$ cat src/rtl/exc_pkg.sv
package exc_pkg;
  typedef enum logic [1:0] {
    EV_GEN = 2'd0,
    EV_IRQ = 2'd1,
    EV_NMI = 2'd2,
    EV_BRK = 2'd3
  } ev_kind_e;

  typedef struct packed {
    logic       md;
    logic       rb;
    logic       bl;
    logic [3:0] imask;
  } sr_t;

  localparam int SR_W = 7;
  localparam sr_t SR_RESET = '{md: 1'b1, rb: 1'b1, bl: 1'b1, imask: 4'hF};
endpackage

$ cat src/rtl/exc_accept.sv
module exc_accept
  import exc_pkg::*;
(
  input  logic       fire,
  input  ev_kind_e   kind,
  input  logic [3:0] level,
  input  sr_t        sr,
  input  logic       sleep_i,
  input  logic       nmi_en_i,
  output logic       accept,
  output logic       force_restart
);
  logic lvl_ok;

  assign lvl_ok = level > sr.imask;

  always_comb begin
    accept        = 1'b0;
    force_restart = 1'b0;
    if (fire) begin
      unique case (kind)
        EV_GEN: begin
          accept        = !sr.bl;
          force_restart = sr.bl;
        end
        EV_IRQ: accept = (!sr.bl || sleep_i) && lvl_ok;
        EV_NMI: accept = !sr.bl || nmi_en_i;
        EV_BRK: accept = !sr.bl;
        default: accept = 1'b0;
      endcase
    end
  end
endmodule

$ cat src/rtl/exc_spc_sel.sv
module exc_spc_sel #(
  parameter int XLEN = 32
) (
  input  logic            reexec,
  input  logic            in_slot,
  input  logic            cond_br,
  input  logic            cond_taken,
  input  logic [XLEN-1:0] pc_cur,
  input  logic [XLEN-1:0] pc_next,
  input  logic [XLEN-1:0] pc_slot,
  input  logic [XLEN-1:0] pc_target,
  input  logic [XLEN-1:0] pc_prior_br,
  output logic [XLEN-1:0] saved_pc
);
  logic br_failed;

  assign br_failed = cond_br && !cond_taken;

  always_comb begin
    if (reexec) begin
      if (in_slot) saved_pc = br_failed ? pc_slot : pc_prior_br;
      else         saved_pc = pc_cur;
    end else begin
      if (cond_br) saved_pc = cond_taken ? pc_target : pc_slot;
      else         saved_pc = pc_next;
    end
  end
endmodule

$ cat src/rtl/exc_entry_ctrl.sv
module exc_entry_ctrl
  import exc_pkg::*;
#(
  parameter int          XLEN     = 32,
  parameter int          CODE_W   = 12,
  parameter logic [31:0] RESET_PC = 32'hA000_0000,
  parameter logic [31:0] OFS_GEN  = 32'h0000_0100,
  parameter logic [31:0] OFS_INT  = 32'h0000_0600
) (
  input  logic              clk,
  input  logic              rst_n,
  input  logic              evt_valid,
  output logic              evt_ready,
  input  logic [1:0]        evt_kind,
  input  logic              evt_reexec,
  input  logic [3:0]        evt_level,
  input  logic [CODE_W-1:0] evt_code,
  input  logic              in_slot_i,
  input  logic              cond_br_i,
  input  logic              cond_taken_i,
  input  logic [XLEN-1:0]   pc_cur,
  input  logic [XLEN-1:0]   pc_next,
  input  logic [XLEN-1:0]   pc_slot,
  input  logic [XLEN-1:0]   pc_target,
  input  logic [XLEN-1:0]   pc_prior_br,
  input  logic              sleep_i,
  input  logic              nmi_en_i,
  input  logic              rte_i,
  input  logic              sr_load,
  input  logic [6:0]        sr_value,
  input  logic              vbr_load,
  input  logic [XLEN-1:0]   vbr_value,
  output logic [XLEN-1:0]   pc_o,
  output logic              redirect_o,
  output logic              taken_o,
  output logic [6:0]        sr_o,
  output logic [XLEN-1:0]   spc_o,
  output logic [6:0]        ssr_o,
  output logic [CODE_W-1:0] event_o,
  output logic [XLEN-1:0]   vbr_o
);
  localparam logic [XLEN-1:0] RST_PC_X  = XLEN'(RESET_PC);
  localparam logic [XLEN-1:0] OFS_GEN_X = XLEN'(OFS_GEN);
  localparam logic [XLEN-1:0] OFS_INT_X = XLEN'(OFS_INT);

  sr_t             sr_q, ssr_q;
  logic [XLEN-1:0] pc_q, spc_q, vbr_q;
  logic [CODE_W-1:0] evt_q;
  logic            taken_q, redir_q;

  ev_kind_e        kind;
  logic            fire, accept, force_restart, is_int, reexec_eff;
  logic [XLEN-1:0] saved_pc, vec_pc;
  sr_t             sr_entry;

  assign kind       = ev_kind_e'(evt_kind);
  assign evt_ready  = !rte_i;
  assign fire       = evt_valid && evt_ready;
  assign is_int     = (kind == EV_IRQ) || (kind == EV_NMI);
  assign reexec_eff = evt_reexec && !is_int;
  assign vec_pc     = vbr_q + (is_int ? OFS_INT_X : OFS_GEN_X);

  exc_accept u_accept (
    .fire          (fire),
    .kind          (kind),
    .level         (evt_level),
    .sr            (sr_q),
    .sleep_i       (sleep_i),
    .nmi_en_i      (nmi_en_i),
    .accept        (accept),
    .force_restart (force_restart)
  );

  exc_spc_sel #(.XLEN(XLEN)) u_spc_sel (
    .reexec      (reexec_eff),
    .in_slot     (in_slot_i),
    .cond_br     (cond_br_i),
    .cond_taken  (cond_taken_i),
    .pc_cur      (pc_cur),
    .pc_next     (pc_next),
    .pc_slot     (pc_slot),
    .pc_target   (pc_target),
    .pc_prior_br (pc_prior_br),
    .saved_pc    (saved_pc)
  );

  always_comb begin
    sr_entry    = sr_q;
    sr_entry.md = 1'b1;
    sr_entry.rb = 1'b1;
    sr_entry.bl = 1'b1;
    if (kind == EV_IRQ) sr_entry.imask = evt_level;
  end

  always_ff @(posedge clk) begin
    if (!rst_n) begin
      pc_q    <= RST_PC_X;
      sr_q    <= SR_RESET;
      ssr_q   <= '0;
      spc_q   <= '0;
      evt_q   <= '0;
      vbr_q   <= '0;
      taken_q <= 1'b0;
      redir_q <= 1'b0;
    end else begin
      taken_q <= 1'b0;
      redir_q <= 1'b0;
      if (rte_i) begin
        sr_q    <= ssr_q;
        pc_q    <= spc_q;
        redir_q <= 1'b1;
      end else if (accept) begin
        spc_q   <= saved_pc;
        ssr_q   <= sr_q;
        evt_q   <= evt_code;
        sr_q    <= sr_entry;
        pc_q    <= vec_pc;
        taken_q <= 1'b1;
        redir_q <= 1'b1;
      end else if (force_restart) begin
        pc_q    <= RST_PC_X;
        redir_q <= 1'b1;
      end else if (sr_load) begin
        sr_q <= sr_t'(sr_value);
      end
      if (vbr_load) vbr_q <= vbr_value;
    end
  end

  assign pc_o       = pc_q;
  assign sr_o       = sr_q;
  assign ssr_o      = ssr_q;
  assign spc_o      = spc_q;
  assign event_o    = evt_q;
  assign vbr_o      = vbr_q;
  assign taken_o    = taken_q;
  assign redirect_o = redir_q;
endmodule

$ cat config.mk
export PLATFORM = sky130hd
export DESIGN_NAME = exc_entry_ctrl
export DESIGN_NICKNAME = d
export VERILOG_FILES = /design/src/rtl/exc_pkg.sv /design/src/rtl/exc_accept.sv /design/src/rtl/exc_spc_sel.sv /design/src/rtl/exc_entry_ctrl.sv
export SDC_FILE = /design/constraint.sdc
export NUM_CORES = 1
export LEC_CHECK = 0
export ABC_AREA = 1
export CAP_MARGIN = 5
export CORE_MARGIN = 4
export CORE_UTILIZATION = 39
export CTS_BUF_LIST = sky130_fd_sc_hd__clkbuf_8 sky130_fd_sc_hd__clkbuf_16
export CTS_CLUSTER_DIAMETER = 120
export DETAILED_ROUTE_END_ITERATION = 8
export GPL_TIMING_DRIVEN = 0
export PLACE_DENSITY_LB_ADDON = 0.05
export SLEW_MARGIN = 5
export SYNTH_ARGS = -nofsm -noshare
export SYNTH_HDL_FRONTEND = slang
export SYNTH_SLANG_ARGS = --single-unit
$ cat constraint.sdc
create_clock -name clk -period 4.7 [get_ports clk]
set_input_delay 0.705 -clock clk [delete_from_list [all_inputs] [get_ports clk]]
set_output_delay 0.705 -clock clk [all_outputs]
set_load 0.01 [all_outputs]
* Word-level counts from Yosys, hierarchy flattened
Index checks and enable logic that the tools add are counted.
Storage, ports and cells: flip-flop bits (word level) 124, input port bits 229, output and inout port bits 125, logic and storage cells 64
Cells by class: add/subtract/negate cells 1, magnitude comparators 1, equality and inequality tests 5, muxes and demuxes 22, bitwise operators 2, reductions and logical operators 19
Operators with widths (number):
- $mux W32 | 8
- $add A32 B11 Y32 | 1
- $mux W7 | 4
- $mux W11 | 1
- $mux W1 | 7
- $reduce_bool A3 Y1 | 2
- $eq A2 B2 Y1 const B | 2
- $gt A4 B4 Y1 | 1
- $logic_and A1 B1 Y1 | 4
- $logic_not A1 Y1 | 4
- $mux W4 | 1
- $reduce_and A2 Y1 | 2
- $reduce_or A2 Y1 | 2
- $logic_or A1 B1 Y1 | 3
- $ne A3 B2 Y1 const B | 1
- $ne A3 B3 Y1 const B | 1
- $pmux W1 S3 | 1
- $reduce_and A3 Y1 | 1
- $eq A2 B1 Y1 const B | 1
- $logic_not A2 Y1 | 1
- $not A1 Y1 | 2

* Logic depth before layout (Yosys ltp)
depth in word-level cells 7, depth in mapped cells 17, depth with buffers taken out 16

* By module
Synthesis repeated with hierarchy kept, for this count alone.
Unflattened totals: cell total of the unflattened synthesis 1161, area total of the unflattened synthesis 7250.7 sq um
Modules (own cells, without submodules):
- exc_entry_ctrl | instances 1, cells each 736, area an instance 5377.7 sq um, sequential area each 2482.4 sq um
- exc_spc_sel | instances 1, cells each 389, area an instance 1666.6 sq um, sequential area each 0.0 sq um
- exc_accept | instances 1, cells each 36, area an instance 206.4 sq um, sequential area each 0.0 sq um

* Worst setup path before layout
OpenSTA, ideal clock, no wires.
path type input -> register, from input port evt_kind[0], to register pc_q[28], in the netlist pc_o[28], library setup time 0.117 ns, arrival 2.277 ns, data required time 4.583 ns, path slack 2.306 ns, stages 14, path buffers 0, cell sequence inv_1 -> ha_1 -> inv_2 -> ha_1 -> ha_1 -> inv_1 -> nand2_1 -> nand3_1 -> nand2_1 -> nand2_1 -> nor2_1 -> nand4_1 -> a21oi_1 -> nor2_1
On the way: word-level cells in the longest chain between the ends 6, elaborated cells between the ends (all ways) 15, classes of those cells add/sub: 1; eq/ne: 3; mux: 7; reduce/logical: 4
RTL lines:
- from (decl) | RTL line exc_entry_ctrl.sv:14 | input logic [1:0] evt_kind,
- $eq A2 B1 Y1, or another cell as far along | RTL line exc_accept.sv:21, exc_entry_ctrl.sv:59
- $logic_or A1 B1 Y1 / $reduce_or A2 Y1 (equally long branches)
- $mux W11 / $pmux W1 S3 (equally long branches) | RTL line exc_entry_ctrl.sv:61, exc_accept.sv:21
- $add A32 B11 Y32 / $mux W1 (equally long branches) | RTL line exc_entry_ctrl.sv:61, exc_accept.sv:20
- $mux W32 | RTL line exc_entry_ctrl.sv:112 | end else if (accept) begin
- $mux W32 | RTL line exc_entry_ctrl.sv:108 | if (rte_i) begin
- to (signal assigned) | RTL line exc_entry_ctrl.sv:110 | pc_q <= spc_q;
- to (signal assigned) | RTL line exc_entry_ctrl.sv:117 | pc_q <= vec_pc;
- to (decl) | RTL line exc_entry_ctrl.sv:47 | logic [XLEN-1:0] pc_q, spc_q, vbr_q;
Parallel ways exist; a longest one is shown, timed or not. A chain may end at the register's enable or synchronous reset.

* Worst setup path after layout
Same ends and word-level chain as after synthesis.

==> out/qor.txt <==
=========================================================================================
Post-synthesis cell type count                                                         35
Wire length of the first global-routing pass                                 46,400 microns
Tightest Pin Transition                                                            585 ps
NumNets Final                                                                       1,697
Post-detailed-routing wire length                                            31,000 microns
Min Clock Period, post-route                                                      3090 ps
Placed wire-length estimate                                                  25,200 microns
IO Count                                                                              354
Number of hold violations in the final report                                           0
Highest cell delay on the worst timing path                                        530 ps
FMAX                                                                            0.323 GHz
Summed negative setup slack over all endpoints                                       0 ps
Synthesis warning total                                                                 0
H-tree depth                                                                            4
Startpoint of the tightest hold check path                                   vbr_o[6]$_SDFFE_PN0P_
Max VDD drop                                                                     0.280 mV
Dominant synthesized flop cell                                               sky130_fd_sc_hd__dfxtp_1
Total clock buffers created by CTS                                                     17
Unrepaired setup endpoints after global routing                                        no
CP Data Arrival Time                                                              3410 ps
Post-route fraction of the period consumed by the critical path                     65.8%
Most frequent cell after synthesis                                           sky130_fd_sc_hd__nand2_1
Critical path fanouts, max                                                              4
Top cells by count, synth                                                    310 x sky130_fd_sc_hd__nand2_1, 124 x sky130_fd_sc_hd__dfxtp_1, 114 x sky130_fd_sc_hd__nor2_1
Hold crit path type                                                          register to register
Buffers inserted during post-CTS setup optimization                                     0
Hold WS                                                                            465 ps
Effective utilization at floorplan                                                  40.1%
Proportion of synthesized area in mux cells                                            0%
DRC marker count from the first detailed-route iteration                              591
Fin. max-slew vios                                                                      0
Net count after synthesis                                                           1,328
Via count                                                                           8,862
Average cell area after synthesis                                              6.44 sq um
Mean number of vias per cell                                                         5.23
Area fraction of the dominant cell type after synthesis                             35.4%
Site Rows                                                                              48
Result of the run                                                            finished, final reports clean
Die Width                                                                     142 microns
Total number of clock tree sinks                                                      124
Headroom to the max-slew limit                                                      61.0%
Last weighted congestion value of the routability-driven placer                     0.898
Flip-flop and latch count after synthesis                                             124
Final antenna-violating net count                                                       0
Series of cell instances along the critical path                             clkdlybuf4s50_1, inv_1, ha_1, inv_2, ha_1, ha_1, inv_1, nand2_1, nand3_1, nand2_1, nand2_1, nor2_1, nand4_1, a21oi_1, nor2_1
Reg-to-Reg Start                                                             sr_o[3]$_SDFFE_PN1P_
Critical path required time                                                       5010 ps
Wire length per cell after detailed routing                                  18.3 microns
Worst flop-to-flop path endpoint                                             pc_o[30]$_SDFFE_PN0P_
Number of violations of the max-capacitance limit                                       0
Post-Synthesis Cells                                                                1,088
Total Die Area                                                               20,200 sq um
Core footprint                                                               17,500 sq um
Max Buffers Root-to-Sink                                                                2
Main combinational cell family by area after synthesis                       simple AND/OR/NAND/NOR gates
CTS tree                                                                             done
Number of design rule violations left after detail routing                              0
Power density over the cells                                                  288 nW/um^2
Post-CTS resize count                                                                   0
Yosys top cell by area                                                       sky130_fd_sc_hd__dfxtp_1
Post-synthesis cell area                                                       7010 sq um
Clock transition at the registers of the reported paths                             60 ps
Fraction of layout cells with a size suffix above 1                                 4.69%
Synth Area in XOR/XNOR                                                             0.500%
Detailed-routing iteration count for the pre-antenna-repair pass                        6
Slack of the worst reg-to-reg path                                                2460 ps
Number of flops mapped to enable cells by yosys                                         0
Die extent in y                                                               142 microns
Via count of the first global-routing pass                                          8,631
Final antenna diode count                                                               0
Count of cells along the worst hold path                                                2
Buffer type at the clock tree root                                           sky130_fd_sc_hd__clkbuf_16
Post-Synth Simple-Gate Area                                                         32.8%
Critical Path Slowest Stage Cell                                             sky130_fd_sc_hd__clkdlybuf4s50_1
Cts hold-fix bufs                                                                       0
Layout Area Growth over Synthesis                                                   62.3%
Total track usage                                                                   29.7%
Area share of fa/ha/maj cells after synthesis                                       1.96%
Timing startpoint of the critical path                                        evt_kind[0]
Crit Path Category                                                           primary input to register
Worst min-delay path endpoint                                                vbr_o[6]$_SDFFE_PN0P_
Finish-stage setup viols                                                                0
Total gr overflow                                                                       0
Number of antenna violations at the first check in global routing                       0
Worst Reg-to-Reg Cells                                                                 13
Kind of start point of the critical path                                     primary input
Final clock skew                                                                  7.83 ps
IO buf count                                                                          350
Leakage power figure                                                           0.00480 uW
Crit path capture type                                                           register
Share of the synthesized area in compound gates (AO/OA/AOI/OAI)                     20.3%
Clock insertion delay at the later pin of the skew report                          420 ps
Proportion of register bits with asynchronous set or reset after synthesis             0%
Leading post-synthesis cells by cell area                                    sky130_fd_sc_hd__dfxtp_1 35%, sky130_fd_sc_hd__nand2_1 17%, sky130_fd_sc_hd__o21ai_0 8.1%, sky130_fd_sc_hd__nand3_1 6.6%, sky130_fd_sc_hd__nor2_1 6.1%
Pin count of the biggest net entering global routing                                   17
Total power                                                                       3280 uW
Portion of the post-synthesis area used by sequential elements                      35.4%
=========================================================================================
## routing by layer
| layer | GRT usage (%) | wire, microns |
|---|---|---|
| met5 | 0 | 0 |
| met4 | 11.3 | 1080 |
| met3 | 8.06 | 3050 |
| met2 | 49.2 | 14300 |
| met1 | 37.1 | 12500 |
## state kept, by name, indices dropped and copies added (netlist names)
signal      count
pc_o           32
ssr_o           7
sr_o            7
event_o        12
taken_o         1
redirect_o      1
spc_o          32
vbr_o          32
## stage by stage
stage,instances,setup WS (ps),area (sq um),utilization (%)
after CTS,1695,1680,11400,65.1
after global routing,1695,1450,11400,65.1
after floorplan,1088,2310,7010,-
final,1695,1610,11400,65.1
after detailed placement,1663,1260,10800,61.8
after global placement,1663,1270,10800,61.8
## power by group
group	internal, uW	switching [uW]	total [uW]
combinational	416	385	801
clock	772	526	1300
sequential	1120	58.0	1180
total	2310	969	3280
## cell type report
type / count / area, sq um
fillers: 1676 / 6100
multi-input cells: 818 / 3890
repair buffers: 350 / 3500
flip-flops and latches: 124 / 2480
clock buffers: 20 / 467
plain buffers: 70 / 345
inverters: 76 / 293
well taps: 225 / 282
clock inverters: 12 / 114
## how the worst max path moves through the flow
stage                                        to  slack (ps)  cells after the start
final                     pc_o[28]$_SDFFE_PN0P_        1610                     15
after global routing      pc_o[28]$_SDFFE_PN0P_        1450                     16
after CTS                 pc_o[28]$_SDFFE_PN0P_        1680                     15
after detailed placement  pc_o[28]$_SDFFE_PN0P_        1260                     15
after global placement    pc_o[28]$_SDFFE_PN0P_        1270                     15
after floorplan           pc_o[28]$_SDFFE_PN0P_        2310                     14
## worst max-delay path: cells and delay by family
kind	cells	cell delay [ps]
AOI/OAI and AO/OA	1	190
adders and majority gates	3	740
and+or+nand+nor	7	960
buffers and inverters	4	820
## cell families (layout without fill, tap and decap cells)
| group | after synthesis | after routing |
|---|---|---|
| AND/OR/NAND/NOR | 556 | 556 |
| AO/OA/AOI/OAI | 247 | 247 |
| buffers and inverters | 146 | 528 |
| flip-flops | 124 | 124 |
| adder cells (fa/ha/maj) | 11 | 11 |
| XOR/XNOR | 4 | 4 |
## placed cells by master, fill, tap and decap left out, types with 21 or more instances in the layout
master	netlist	routed
sky130_fd_sc_hd__o21ai_0	113	113
sky130_fd_sc_hd__o211a_1	21	21
sky130_fd_sc_hd__inv_1	71	71
sky130_fd_sc_hd__nand2_1	310	310
sky130_fd_sc_hd__clkdlybuf4s50_1	0	350
sky130_fd_sc_hd__clkbuf_1	43	43
sky130_fd_sc_hd__dfxtp_1	124	124
sky130_fd_sc_hd__a21oi_1	81	81
sky130_fd_sc_hd__nand3_1	93	93
sky130_fd_sc_hd__o211ai_1	21	21
sky130_fd_sc_hd__nor2_1	114	114
Power figures use the tool's default switching activity.
